**config.mk**
```make
export PLATFORM = sky130hd
export DESIGN_NAME = bcd_adjust_unit
export DESIGN_NICKNAME = d
export VERILOG_FILES = /design/src/rtl/bcd_adj_pkg.sv /design/src/rtl/bcd_adj_fast.sv /design/src/rtl/bcd_adj_div.sv /design/src/rtl/bcd_adjust_unit.sv
export SDC_FILE = /design/constraint.sdc
export NUM_CORES = 1
export LEC_CHECK = 0
export ABC_AREA = 0
export BUFFER_PORTS_ARGS = -buffer_cell sky130_fd_sc_hd__buf_2
export CAP_MARGIN = 20
export CORE_MARGIN = 3
export CORE_UTILIZATION = 25
export DETAILED_ROUTE_END_ITERATION = 6
export SYNTH_ARGS = -nofsm -noshare
export SYNTH_HDL_FRONTEND = slang
export SYNTH_SLANG_ARGS = --single-unit
```
**constraint.sdc**
```tcl
create_clock -name clk -period 6.6 [get_ports clk]
set_input_delay 1.32 -clock clk [delete_from_list [all_inputs] [get_ports clk]]
set_output_delay 1.32 -clock clk [all_outputs]
set_load 0.01 [all_outputs]
```
**src/rtl/bcd_adj_pkg.sv**
```systemverilog
package bcd_adj_pkg;

   localparam logic [7:0] OPC_ADD_ADJ = 8'h37;
   localparam logic [7:0] OPC_SUB_ADJ = 8'h3F;
   localparam logic [7:0] OPC_PRE_DIV = 8'hD5;
   localparam logic [7:0] OPC_PST_MUL = 8'hD4;

   typedef enum logic [2:0] {
      K_ADD,
      K_SUB,
      K_PRE_DIV,
      K_PST_MUL,
      K_BAD
   } adj_kind_e;

   typedef enum logic {
      ST_IDLE,
      ST_DIV
   } adj_state_e;

   typedef struct packed {
      logic sf;
      logic zf;
      logic af;
      logic pf;
      logic cf;
   } adj_flags_t;

   function automatic adj_kind_e decode_op(input logic [7:0] opc);
      case (opc)
         OPC_ADD_ADJ: return K_ADD;
         OPC_SUB_ADJ: return K_SUB;
         OPC_PRE_DIV: return K_PRE_DIV;
         OPC_PST_MUL: return K_PST_MUL;
         default:     return K_BAD;
      endcase
   endfunction

endpackage

```
**src/rtl/bcd_adj_fast.sv**
```systemverilog
// Single-cycle corrections: add adjust, subtract adjust, pre-divide pack.
module bcd_adj_fast
   import bcd_adj_pkg::*;
#(
   parameter int DATA_W        = 8,
   parameter bit SHIFT_ADD_MUL = 1'b1
) (
   input  adj_kind_e          kind,
   input  logic [DATA_W-1:0]  al,
   input  logic [DATA_W-1:0]  ah,
   input  logic [DATA_W-1:0]  radix,
   input  adj_flags_t         fl_i,
   output logic [DATA_W-1:0]  al_o,
   output logic [DATA_W-1:0]  ah_o,
   output adj_flags_t         fl_o
);
   localparam int               NIB  = 4;
   localparam logic [NIB-1:0]   NINE = NIB'(9);
   localparam logic [DATA_W-1:0] SIX = DATA_W'(6);
   localparam logic [DATA_W-1:0] ONE = DATA_W'(1);

   logic [DATA_W-1:0] prod;

   // AH * radix, truncated to DATA_W bits
   generate
      if (SHIFT_ADD_MUL) begin : g_shift_add
         logic [DATA_W-1:0] acc [DATA_W+1];
         assign acc[0] = '0;
         for (genvar i = 0; i < DATA_W; i++) begin : g_row
            assign acc[i+1] = acc[i] + (radix[i] ? (ah << i) : '0);
         end
         assign prod = acc[DATA_W];
      end else begin : g_direct
         assign prod = ah * radix;
      end
   endgenerate

   logic              lo_hit;
   logic [DATA_W-1:0] al_t;

   always_comb begin
      lo_hit = (al[NIB-1:0] > NINE) || fl_i.af;
      al_t   = al;
      al_o   = al;
      ah_o   = ah;
      fl_o   = fl_i;
      case (kind)
         K_ADD: begin
            al_t    = lo_hit ? al + SIX : al;
            ah_o    = lo_hit ? ah + ONE : ah;
            fl_o.af = lo_hit;
            fl_o.cf = lo_hit;
            al_o    = {{(DATA_W-NIB){1'b0}}, al_t[NIB-1:0]};
         end
         K_SUB: begin
            al_t    = lo_hit ? al - SIX : al;
            ah_o    = lo_hit ? ah - ONE : ah;
            fl_o.af = lo_hit;
            fl_o.cf = lo_hit;
            al_o    = {{(DATA_W-NIB){1'b0}}, al_t[NIB-1:0]};
         end
         K_PRE_DIV: begin
            al_o    = al + prod;
            ah_o    = '0;
            fl_o.sf = al_o[DATA_W-1];
            fl_o.zf = (al_o == '0);
            fl_o.pf = ~^al_o;
         end
         default: ;
      endcase
   end

endmodule

```
**src/rtl/bcd_adj_div.sv**
```systemverilog
// Restoring divider, one quotient bit per cycle.
module bcd_adj_div #(
   parameter int W = 8
) (
   input  logic         clk,
   input  logic         rst_n,
   input  logic         load,
   input  logic [W-1:0] dividend,
   input  logic [W-1:0] divisor,
   output logic [W-1:0] quot,
   output logic [W-1:0] rem,
   output logic         valid
);
   localparam int          CNT_W = (W > 1) ? $clog2(W) : 1;
   localparam logic [CNT_W-1:0] LAST = CNT_W'(W - 1);

   logic [W-1:0]     q_r, r_r;
   logic [CNT_W-1:0] cnt;
   logic             run;
   logic [W:0]       r_sh, diff;
   logic             fits;

   assign r_sh = {r_r, q_r[W-1]};
   assign diff = r_sh - {1'b0, divisor};
   assign fits = (r_sh >= {1'b0, divisor});

   always_ff @(posedge clk or negedge rst_n) begin
      if (!rst_n) begin
         q_r   <= '0;
         r_r   <= '0;
         cnt   <= '0;
         run   <= 1'b0;
         valid <= 1'b0;
      end else begin
         valid <= 1'b0;
         if (load) begin
            q_r <= dividend;
            r_r <= '0;
            cnt <= '0;
            run <= 1'b1;
         end else if (run) begin
            r_r <= fits ? diff[W-1:0] : r_sh[W-1:0];
            q_r <= {q_r[W-2:0], fits};
            cnt <= cnt + 1'b1;
            if (cnt == LAST) begin
               run   <= 1'b0;
               valid <= 1'b1;
            end
         end
      end
   end

   assign quot = q_r;
   assign rem  = r_r;

endmodule

```
**src/rtl/bcd_adjust_unit.sv**
```systemverilog
module bcd_adjust_unit
   import bcd_adj_pkg::*;
#(
   parameter int DATA_W        = 8,
   parameter bit SHIFT_ADD_MUL = 1'b1
) (
   input  logic              clk,
   input  logic              rst_n,
   input  logic              start,
   input  logic [7:0]        op_code,
   input  logic [DATA_W-1:0] al_in,
   input  logic [DATA_W-1:0] ah_in,
   input  logic [DATA_W-1:0] radix,
   input  logic              long_mode,
   input  logic              cf_in,
   input  logic              af_in,
   input  logic              sf_in,
   input  logic              zf_in,
   input  logic              pf_in,
   output logic [DATA_W-1:0] al_out,
   output logic [DATA_W-1:0] ah_out,
   output logic              cf_out,
   output logic              af_out,
   output logic              sf_out,
   output logic              zf_out,
   output logic              pf_out,
   output logic              div_err,
   output logic              bad_op,
   output logic              done
);
   generate
      if (DATA_W < 8) begin : g_bad_width
         $error("bcd_adjust_unit: DATA_W must be at least 8");
      end
   endgenerate

   adj_state_e        state;
   logic              busy, accept, ud_now, de_now, div_go;
   adj_kind_e         kind;
   adj_flags_t        fl_in, fl_fast, fl_div;
   logic [DATA_W-1:0] al_fast, ah_fast, div_q, div_r;
   logic              div_valid;
   logic [7:0]        op_q;
   logic [DATA_W-1:0] radix_q;
   logic              af_q, cf_q;

   assign busy   = (state == ST_DIV);
   assign kind   = decode_op(op_code);
   assign accept = start && !busy;
   assign ud_now = long_mode || (kind == K_BAD);
   assign de_now = !ud_now && (kind == K_PST_MUL) && (radix == '0);
   assign div_go = accept && (kind == K_PST_MUL) && !ud_now && !de_now;
   assign fl_in  = '{sf: sf_in, zf: zf_in, af: af_in, pf: pf_in, cf: cf_in};

   bcd_adj_fast #(.DATA_W(DATA_W), .SHIFT_ADD_MUL(SHIFT_ADD_MUL)) u_fast (
      .kind (kind),
      .al   (al_in),
      .ah   (ah_in),
      .radix(radix),
      .fl_i (fl_in),
      .al_o (al_fast),
      .ah_o (ah_fast),
      .fl_o (fl_fast)
   );

   // divisor is held in radix_q while the divider runs
   bcd_adj_div #(.W(DATA_W)) u_div (
      .clk     (clk),
      .rst_n   (rst_n),
      .load    (div_go),
      .dividend(al_in),
      .divisor (radix_q),
      .quot    (div_q),
      .rem     (div_r),
      .valid   (div_valid)
   );

   always_comb begin
      fl_div    = '0;
      fl_div.sf = div_r[DATA_W-1];
      fl_div.zf = (div_r == '0);
      fl_div.pf = ~^div_r;
      fl_div.af = af_q;
      fl_div.cf = cf_q;
   end

   always_ff @(posedge clk or negedge rst_n) begin
      if (!rst_n) begin
         state   <= ST_IDLE;
         op_q    <= '0;
         radix_q <= '0;
         af_q    <= 1'b0;
         cf_q    <= 1'b0;
         al_out  <= '0;
         ah_out  <= '0;
         {sf_out, zf_out, af_out, pf_out, cf_out} <= '0;
         div_err <= 1'b0;
         bad_op  <= 1'b0;
         done    <= 1'b0;
      end else begin
         done    <= 1'b0;
         div_err <= 1'b0;
         bad_op  <= 1'b0;
         if (accept) begin
            op_q    <= op_code;
            radix_q <= radix;
            af_q    <= af_in;
            cf_q    <= cf_in;
            if (div_go) begin
               state <= ST_DIV;
            end else begin
               done    <= 1'b1;
               bad_op  <= ud_now;
               div_err <= de_now;
               if (ud_now || de_now) begin
                  al_out <= al_in;
                  ah_out <= ah_in;
                  {sf_out, zf_out, af_out, pf_out, cf_out} <= fl_in;
               end else begin
                  al_out <= al_fast;
                  ah_out <= ah_fast;
                  {sf_out, zf_out, af_out, pf_out, cf_out} <= fl_fast;
               end
            end
         end else if (busy && div_valid) begin
            state  <= ST_IDLE;
            done   <= 1'b1;
            al_out <= div_r;
            ah_out <= div_q;
            {sf_out, zf_out, af_out, pf_out, cf_out} <= fl_div;
         end
      end
   end

endmodule

```
==> metrics.txt, run 1 <==
status complete, no violations; Final Hold Fails 0; Clock Sink Count 56; main area contributors after synthesis dfrtp_1, ha_1, fa_1; WS Path Type input port to flop; Slew headroom between 30% and 40%; Final setup viols 0; Vias/cell 4.98; area share of the largest cell type after synthesis 29.9%; largest net degree at the start of global routing 57; Post-synth EDFFs 0; maxcap violations 0; H-tree level count 2; Synth Flop Type dfrtp_1; post-route clock period utilization 83.8%; Detail Route Antenna Nets 0; Clock Latency Late Sink 0.31 ns; first-pass GRT wire length between 20 and 25 mm; RSZ-0062 raised after global routing no; #FFs+latches synth 56; P&R area growth vs syn 14.5%; fin worst setup slack 1.07 ns; worst min path class flop to flop; crit path DAT just under 6 ns; std cell rows 49; Pleak 2.46 nW; number of post-CTS setup repair buffers 0; cts repair resizes 0; clk root buf clkbuf_16; Synth Net Count 646; Core ar. 18200 sq um; port buffer count 64; routability cong. around 0.83; Cell variety after synth 59; Max Buffers Root-to-Sink 2; Inserted Diodes 0; TritonRoute pass-1 iters 4; DIE WIDTH between 100 and 150 um; Clk pin slew, worst setup/hold paths roughly 0.08 ns; Crit Path Max Fanout 14; overall die height 143 um; FMAX 181 MHz; PD cells 303 nW/um^2; layout cell share with drive strength beyond 1 14.6%; Cell Area, Synth 4690 sq um; Post-route DRC 0; Initial Util approximately 26%; Worst Max-Slew Pin Slew 1.03 ns; most frequent cells in the layout buf_2, nand2_1, inv_1, dfrtp_1, o21ai_0; via count 4110; setup tns final 0 ns; pre-CTS WS between 0.7 and 0.8 ns; Slew Viols, Final 0; commonest non-fill, non-tap cell in the layout buf_2; Filler cells 1964; fin nets around 700; hold_buf cts 0; register area 1400 sq um; Critical Path RT 6.85 ns; Worst Clk Skew 0.0126 ns; vias in the first global route roughly 4100; post-synthesis cell count 550; Most Crowded Layer GR met2; Yosys warning count 0; initial DRC count 289; DP HPWL ~11 mm; io pins 65; grt ovf 0; sequential area share after synthesis 29.9%; initial antenna violation count 1; met3 Resource Use GR 2.88%; DRT Wirelength between 10 and 15 mm; total power ~0.0016 W; Synth async-reset ratio 100%; Layout Cells excl Fill 826; synthesized area per cell 8.52 sq um; Final min period roughly 5.5 ns; multi-input logic area 2960 sq um; leading area contributor after synthesis dfrtp_1; met2 GRT Util 22.3%; GRT Util Overall 14.2%; crit end category flop; peak supply drop 128 uV; Inst Count DP 817; CTS Buf Count 5; wire per inst 17.0 um; startpoint types input port; Die ar. 20400 sq um; GR met1 Demand/Resource 20.4%; CTS tree yes
[routing by layer]
| layer | up-vias | part of all wire, % |
|---|---|---|
| met1 | 2003 | 47 |
| met4 | 2 | 1.0 |
| li1 | 1984 | - |
| met3 | 16 | 6.0 |
| met2 | 105 | 46 |
| met5 | - | 0.093 |
[synth_stat cells, types with 2 or more instances]
library cell,instances
a2111o_1,2
a2111oi_0,2
a211o_1,2
a211oi_1,2
a21oi_1,30
a221o_1,4
a31oi_1,8
a32oi_1,2
and2_1,22
and3_1,5
buf_1,2
buf_2,3
clkbuf_1,23
dfrtp_1,56
fa_1,20
ha_1,35
inv_1,56
mux2i_1,13
nand2_1,63
nand2_2,2
nand2b_1,2
nand3_1,14
nand4_1,6
nor2_1,34
nor2b_1,3
nor3_1,9
nor3b_1,3
nor4_1,3
nor4b_1,3
o211ai_1,5
o21a_1,7
o21ai_0,48
o221ai_1,2
o22ai_1,3
o311ai_0,3
o31ai_1,2
o32ai_1,2
or2_2,3
or3_1,2
xnor2_1,19
xnor3_1,2
xor2_1,6
[worst max-delay path, stage by stage]
cell and delay [ns]:
buf_2 0.19, and2_1 0.21, fa_1 0.49, inv_1 0.05, fa_1 0.51, fa_1 0.56
inv_1 0.06, fa_1 0.47, ha_1 0.34, a21oi_1 0.16, xnor3_1 0.23, xnor3_1 0.45
or3_1 0.40, a21oi_1 0.15, o221a_1 0.19
[flip-flops by register name (all words and copies together), names as in the netlist, 3 cells and up]
signal / flops
ah_out: 8
al_out: 8
radix_q: 8
u_div.cnt: 3
u_div.quot: 8
u_div.rem: 8
[path summary, 6_finish.rpt]
kind / startpoint / endpoint / slack (ns) / cells after the start
worst min-delay path: cf_q$_DFFE_PN0P_ / cf_q$_DFFE_PN0P_ / 0.47 / 2
max in group asynchronous: rst_n / u_div.run$_DFF_PN0_ / 4.95 / 2
worst max-delay path: ah_in[0] / zf_out$_DFFE_PN0P_ / 1.07 / 15
worst max register to register: radix_q[1]$_DFFE_PN0P_ / u_div.rem[1]$_DFFE_PN0P_ / 3.83 / 9
worst min register to register: cf_q$_DFFE_PN0P_ / cf_q$_DFFE_PN0P_ / 0.47 / 2
min in group asynchronous: rst_n / af_q$_DFFE_PN0P_ / 1.15 / 2
[area by class of cell]
class                   count  share of cell area, %
multi-input cells         408                   55.1
inverters                  57                   3.99
clock inverters             3                  0.489
repair buffers             68                   6.67
well taps                 229                   5.34
flip-flops and latches     56                   26.1
clock buffers               5                   2.33
[kinds of logic (layout without fill, tap and decap cells)]
logic type / Yosys count / in the layout / synth area share, %
flops: 56 / 56 / 29.9
xor+xnor: 27 / 27 / 5.63
fa+ha+maj: 55 / 55 / 17.9
buf+inv: 86 / 133 / 7.05
mux: 14 / 14 / 3.02
compound gates: 132 / 132 / 17.6
simple gates: 180 / 180 / 18.9
[per-stage QoR]
step | area [sq um] | util [%] | hold slack, ns
CTS | 5350 | 29.4 | 0.474
detailed placement | 5200 | 28.6 | 0.455
global route | 5370 | 29.5 | 0.509
finish | 5370 | 29.5 | 0.473
floorplan | 4690 | - | 0.433
global placement | 5200 | 28.6 | 0.446
[where the power goes]
group          switching (W)  internal, W
Sequential         0.0000792     0.000418
Combinational       0.000458     0.000390
Clock               0.000136     0.000145
Power figures use the tool's default switching activity.
==> run 2: changes to the inputs <==
==> constraint.sdc (replaced) <==
create_clock -name clk -period 5.5 [get_ports clk]
set_input_delay 1.1 -clock clk [delete_from_list [all_inputs] [get_ports clk]]
set_output_delay 1.1 -clock clk [all_outputs]
set_load 0.01 [all_outputs]
==> metrics.txt, run 2 (synthesis gave the netlist of run 1 again) <==
status complete, no violations; R2R Path End u_div.rem[1]$_DFFE_PN0P_; Reg power frac 29.5%; critical path's slowest cell fa_1; placed cell area 5290 sq um; Worst path most repeated cell fa_1; first-pass GRT wire length 22.2 mm; Pleak about 2.5 nW; DIE WIDTH 143 um; PD cells 368 nW/um^2; RSZ-0062 raised after global routing no; Critical Path RT 5.73 ns; Clock Sink Count 56; Max Buffers Root-to-Sink 2; FF-to-FF path depth 8; std cell rows just under 50; wire per inst 16.4 um; initial DRC count 390; initial antenna violation count 3; GRT Util Overall 13.9%; layout cell share with drive strength beyond 1 16.3%; FMAX around 190 MHz; total power 0.00202 W; worst min path class flop to flop; cts repair resizes 0; TritonRoute pass-1 iters 5; cell chain of the critical path buf_2 > buf_4 > nand2_1 > fa_1 > inv_1 > fa_1 > fa_1 > ha_1 > ha_1 > fa_1 > inv_1 > ha_1 > xor2_1 > xnor2_1 > xnor2_1 > xnor2_1 > mux2i_1 > o21ai_0; Post-route DRC 0; Worst Max-Slew Pin Slew 1.02 ns; H-tree level count 2; Slew Viols, Final 0; Inserted Diodes 0; number of post-CTS setup repair buffers 0; routability cong. 0.860; post-route clock period utilization between 90 and 100%; Crit Path Max Fanout 11; startpoint types input port; Final min period 5.15 ns; Logic pwr share roughly half; Clk pin slew, worst setup/hold paths 0.08 ns; crit end category flop; Detail Route Antenna Nets 0; Clock Latency Late Sink ~0.30 ns; grt ovf 0; post-route cell area 5480 sq um; Clk pwr share 18.6%; net switching power figure 0.000808 W; P&R area growth vs syn 16.9%; DRT Wirelength ~14 mm; most frequent cells in the layout buf_2, nand2_1, inv_1, dfrtp_1, o21ai_0; vias in the first global route slightly above 4000; hold_buf cts 0; via count 4164; Final setup viols 0; clk root buf clkbuf_16; setup tns final 0 ns; Die ar. between 20000 and 25000 sq um; Vias/cell 4.97; overall die height 143 um; CTS Buf Count 5; fin nets between 700 and 800; Worst Clk Skew 0.00931 ns; R2R setup slack 2.63 ns; io pins 65; Critical Path Source ah_in[0]; maxcap violations 0; peak supply drop between 150 and 200 uV; Int Pwr 0.00121 W; DP HPWL 11.0 mm; Sw Ratio 40.1%; WS Path Type input port to flop; commonest non-fill, non-tap cell in the layout buf_2; final core utilization 30.1%; Initial Util 25.7%; end point of the critical path pf_out$_DFFE_PN0P_; crit path DAT 5.37 ns; CTS tree yes; largest net degree at the start of global routing 57; port buffer count 64; RR Startpoint u_div.rem[0]$_DFFE_PN0P_; Final Hold Fails 0; Core ar. 18200 sq um; Max stage delay on crit path 0.51 ns; Slew headroom about a third
## run 2: layout make-up
type	instances	area, sq um
Sequential cell	56	1400
Clock buffer	5	125
Inverter	57	214
Fill cell	1961	12700
Clock inverter	3	46.3
Timing Repair Buffer	80	448
Multi-Input combinational cell	408	2960
Tap cell	229	287
## run 2: critical path, delay by kind of cell
family,cells,cell delay (ns)
AO/OA/AOI/OAI,1,0.16
XOR/XNOR,4,0.64
adder cells (fa/ha/maj),7,2.84
buffers and inverters,4,0.44
multiplexers,1,0.09
AND/OR/NAND/NOR,1,0.10
## run 2: power by group through the flow
stage / Combinational [W] / Sequential, W / Clock (W)
5_1_grt: 0.00119 / 0.000607 / 0.000400
4_1_cts: 0.00105 / 0.000593 / 0.000379
6_report: 0.00105 / 0.000595 / 0.000374
3_5_place_dp: 0.00104 / 0.000600 / 0
2_1_floorplan: 0.000783 / 0.000577 / 0
3_3_place_gp: 0.00103 / 0.000598 / 0
## run 2: worst min path at each step
stage / from / to / slack [ns] / cells after the start
3_3_place_gp: cf_q$_DFFE_PN0P_ / cf_q$_DFFE_PN0P_ / 0.45 / 2
5_1_grt: af_q$_DFFE_PN0P_ / af_q$_DFFE_PN0P_ / 0.50 / 2
3_5_place_dp: cf_q$_DFFE_PN0P_ / cf_q$_DFFE_PN0P_ / 0.45 / 2
6_report: cf_q$_DFFE_PN0P_ / cf_q$_DFFE_PN0P_ / 0.47 / 2
4_1_cts: cf_q$_DFFE_PN0P_ / cf_q$_DFFE_PN0P_ / 0.47 / 2
2_1_floorplan: cf_q$_DFFE_PN0P_ / cf_q$_DFFE_PN0P_ / 0.43 / 2
## run 2: metrics by stage
| stage | hold WS (ns) | setup slack (ns) | cells |
|---|---|---|---|
| finish | 0.470 | 0.354 | 838 |
| global route | 0.501 | 0.0966 | 838 |
| CTS | 0.472 | 0.332 | 837 |
| detailed placement | 0.454 | -0.0137 | 829 |
| global placement | 0.447 | 0.0774 | 829 |
| floorplan | 0.433 | 0.0837 | 550 |
## run 2: routing by layer
metal  wire (um)  part of all wire [%]  vias up  GRT usage, %
met3         928                   6.8       22          3.42
met2        6230                    45      122          22.0
met5          28                  0.20        -             0
li1            -                     -     2015             -
met4         163                   1.2        6          2.65
met1        6380                    46     1999          19.5
==> run 3: changes to the inputs <==
--- a/config.mk
+++ b/config.mk
@@ -5,7 +5,7 @@
 export SDC_FILE = /design/constraint.sdc
 export NUM_CORES = 1
 export LEC_CHECK = 0
-export ABC_AREA = 0
+export ABC_AREA = 1
 export BUFFER_PORTS_ARGS = -buffer_cell sky130_fd_sc_hd__buf_2
 export CAP_MARGIN = 20
 export CORE_MARGIN = 3
==> metrics.txt, run 3 <==
P&R area growth vs syn 14.7%; Yosys warning count 0; worst min path class flop to flop; Synth Net Count 761; initial DRC count 377; post-route clock period utilization between 80% and 90%; Vias/cell between 4 and 5; CTS tree yes; Simple-Gate Fraction of Synth Area 23.2%; critical path's slowest cell fa_1; number of post-CTS setup repair buffers 0; Critical Path RT between 5 and 6 ns; Cell variety after synth 40; Worst path most repeated cell nand2_1; Int Pwr 0.00107 W; via count 4394; Inst Count DP 970; Die ar. between 20000 and 25000 sq um; Clock Latency Late Sink about 0.30 ns; post-synthesis cell count 665; Cell Area, Synth 4860 sq um; commonest non-fill, non-tap cell in the layout nand2_1; FMAX 207 MHz; Reg power frac 31.3%; fin nets between 800 and 900; Sw Ratio 43.4%; RSZ-0062 raised after global routing no; status complete, no violations; count leader, synth nand2_1; clk root buf clkbuf_16; Buf+Inv Stages, Crit Path 5; crit end category flop; Max Buffers Root-to-Sink 2; std cell rows 50; FF-to-FF path depth 15; Worst Max-Slew Pin Slew between 0.9 and 1 ns; Slew headroom 37.5%; area share of the largest cell type after synthesis slightly below 30%; CP top delay family adder cells; largest net degree at the start of global routing between 50 and 60; DRT Wirelength 14.2 mm; Layout Cells excl Fill 979; Max stage delay on crit path ~0.54 ns; leading area contributor after synthesis dfrtp_1; Pleak approximately 2.9 nW; cell chain of the critical path buf_2 > nand2_1 > inv_1 > fa_1 > inv_1 > fa_1 > fa_1 > inv_1 > fa_1 > ha_1 > a21oi_1 > a21o_1 > nand2_1 > nand3_1 > nand2_1 > inv_1 > nand2_1 > nand2_1 > nand2_1 > o21ai_0 > nand2_1 > a21oi_1; R2R setup slack approximately 2.9 ns; Detail Route Antenna Nets 0; R2R Path End u_div.rem[0]$_DFFE_PN0P_; main area contributors after synthesis dfrtp_1, nand2_1, inv_1; Synth Flop Type dfrtp_1; Initial Util 25.7%; Post-Synth Adder-Cell Area 17.3%; PD cells 340 nW/um^2; vias in the first global route 4208; DP HPWL 11.5 mm; H-tree level count 2; crit path DAT 5.05 ns; Commonest cells post-synth nand2_1, inv_1, dfrtp_1, a21oi_1, nor2_1; Worst Clk Skew 0.0106 ns; CTS Buf Count 5; mux cell area share after synthesis 0.206%; layout cell share with drive strength beyond 1 about 13%; Worst Hold Path Cells 1; Post-synth EDFFs 0; GRT Util Overall 13.3%; cts repair resizes 0; TritonRoute pass-1 iters 6; Synth Area in Compound Gates roughly 15%; setup tns final 0 ns; Final setup viols 0; most frequent cells in the layout nand2_1, inv_1, buf_2; wire per inst 14.5 um; end point of the critical path zf_out$_DFFE_PN0P_; first-pass GRT wire length between 20 and 25 mm; largest family of logic cells by synthesized area simple AND/OR/NAND/NOR gates; Inserted Diodes 0; RR Startpoint radix_q[1]$_DFFE_PN0P_; Synth async-reset ratio 100%; maxcap violations 0; io pins 65; peak supply drop 144 uV; Logic pwr share 50.5%; overall die height 145 um; Core ar. approximately 19000 sq um; hold_buf cts 0; initial antenna violation count 0; Critical Path Source ah_in[0]; port buffer count 64; Final min period 4.83 ns; Clk pin slew, worst setup/hold paths roughly 0.08 ns; #FFs+latches synth 56; routability cong. 0.939; synthesized area per cell between 7 and 8 sq um; Clk pwr share 18.2%; sequential area share after synthesis 28.8%; Crit Path Max Fanout 14; startpoint types input port; DIE WIDTH 145 um; xor-xnor portion of the synthesized cell area roughly 3.1%; grt ovf 0; WS Path Type input port to flop; Post-route DRC 0; Final Hold Fails 0; Slew Viols, Final 0; WP depth 22; Clock Sink Count 56; net switching power figure 0.000821 W; total power around 0.0019 W
[run 3: changes by cell type in the layout (fill, tap and decap cells not counted), moves of 12 or more]
cell,previous run,this run
buf_4,15,2
nand3_1,14,31
a21oi_1,30,44
mux2i_1,13,1
nand2_1,63,152
inv_1,56,122
xnor2_1,19,6
and2_1,22,0
[run 3: how the worst min path moves through the flow]
stage | start | slack [ns] | to
3_5_place_dp | u_div.valid$_DFF_PN0_ | 0.44 | busy$_DFFE_PN0P_
2_1_floorplan | u_div.valid$_DFF_PN0_ | 0.42 | busy$_DFFE_PN0P_
4_1_cts | u_div.valid$_DFF_PN0_ | 0.46 | busy$_DFFE_PN0P_
3_3_place_gp | u_div.valid$_DFF_PN0_ | 0.44 | busy$_DFFE_PN0P_
6_report | u_div.valid$_DFF_PN0_ | 0.45 | busy$_DFFE_PN0P_
5_1_grt | u_div.valid$_DFF_PN0_ | 0.49 | busy$_DFFE_PN0P_
[run 3: power groups by stage]
stage / Combinational, W / Sequential (W) / Clock (W)
2_1_floorplan: 0.000711 / 0.000593 / 0
3_3_place_gp: 0.000939 / 0.000598 / 0
3_5_place_dp: 0.000958 / 0.000600 / 0
4_1_cts: 0.000961 / 0.000593 / 0.000350
5_1_grt: 0.00110 / 0.000606 / 0.000366
6_report: 0.000956 / 0.000592 / 0.000345
[run 3: cells by family (layout without fill, tap and decap cells)]
group                    Yosys count  in the layout
flip-flops                        56             56
adder cells (fa/ha/maj)           55             55
AO/OA/AOI/OAI                    126            126
XOR/XNOR                          17             17
AND/OR/NAND/NOR                  261            261
buffers and inverters            149            203
multiplexers                       1              1
[run 3: cell type report]
| type | count | area [sq um] |
|---|---|---|
| clock buffer | 5 | 125 |
| sequential | 56 | 1400 |
| timing repair buffer | 67 | 343 |
| tap | 260 | 325 |
| multi-input combinational | 460 | 2860 |
| fill | 2145 | 13300 |
| inverter | 128 | 483 |
| clock inverter | 3 | 28.8 |
[run 3: stage by stage]
stage	hold slack (ns)	util (%)	setup WS, ns	instance area, sq um
3_5_place_dp	0.436	28.6	0.358	5410
6_report	0.450	29.5	0.674	5570
4_1_cts	0.456	29.4	0.669	5560
5_1_grt	0.490	29.5	0.248	5570
2_1_floorplan	0.425	-	0.619	4860
3_3_place_gp	0.443	28.6	0.417	5410
[run 3: per-layer routing]
metal	vias up	share of wire [%]	GRT usage [%]
met5	-	0	0
met4	0	2.0	3.32
met3	18	5.6	2.68
met2	98	44	21.2
met1	2037	48	18.7
li1	2241	-	-
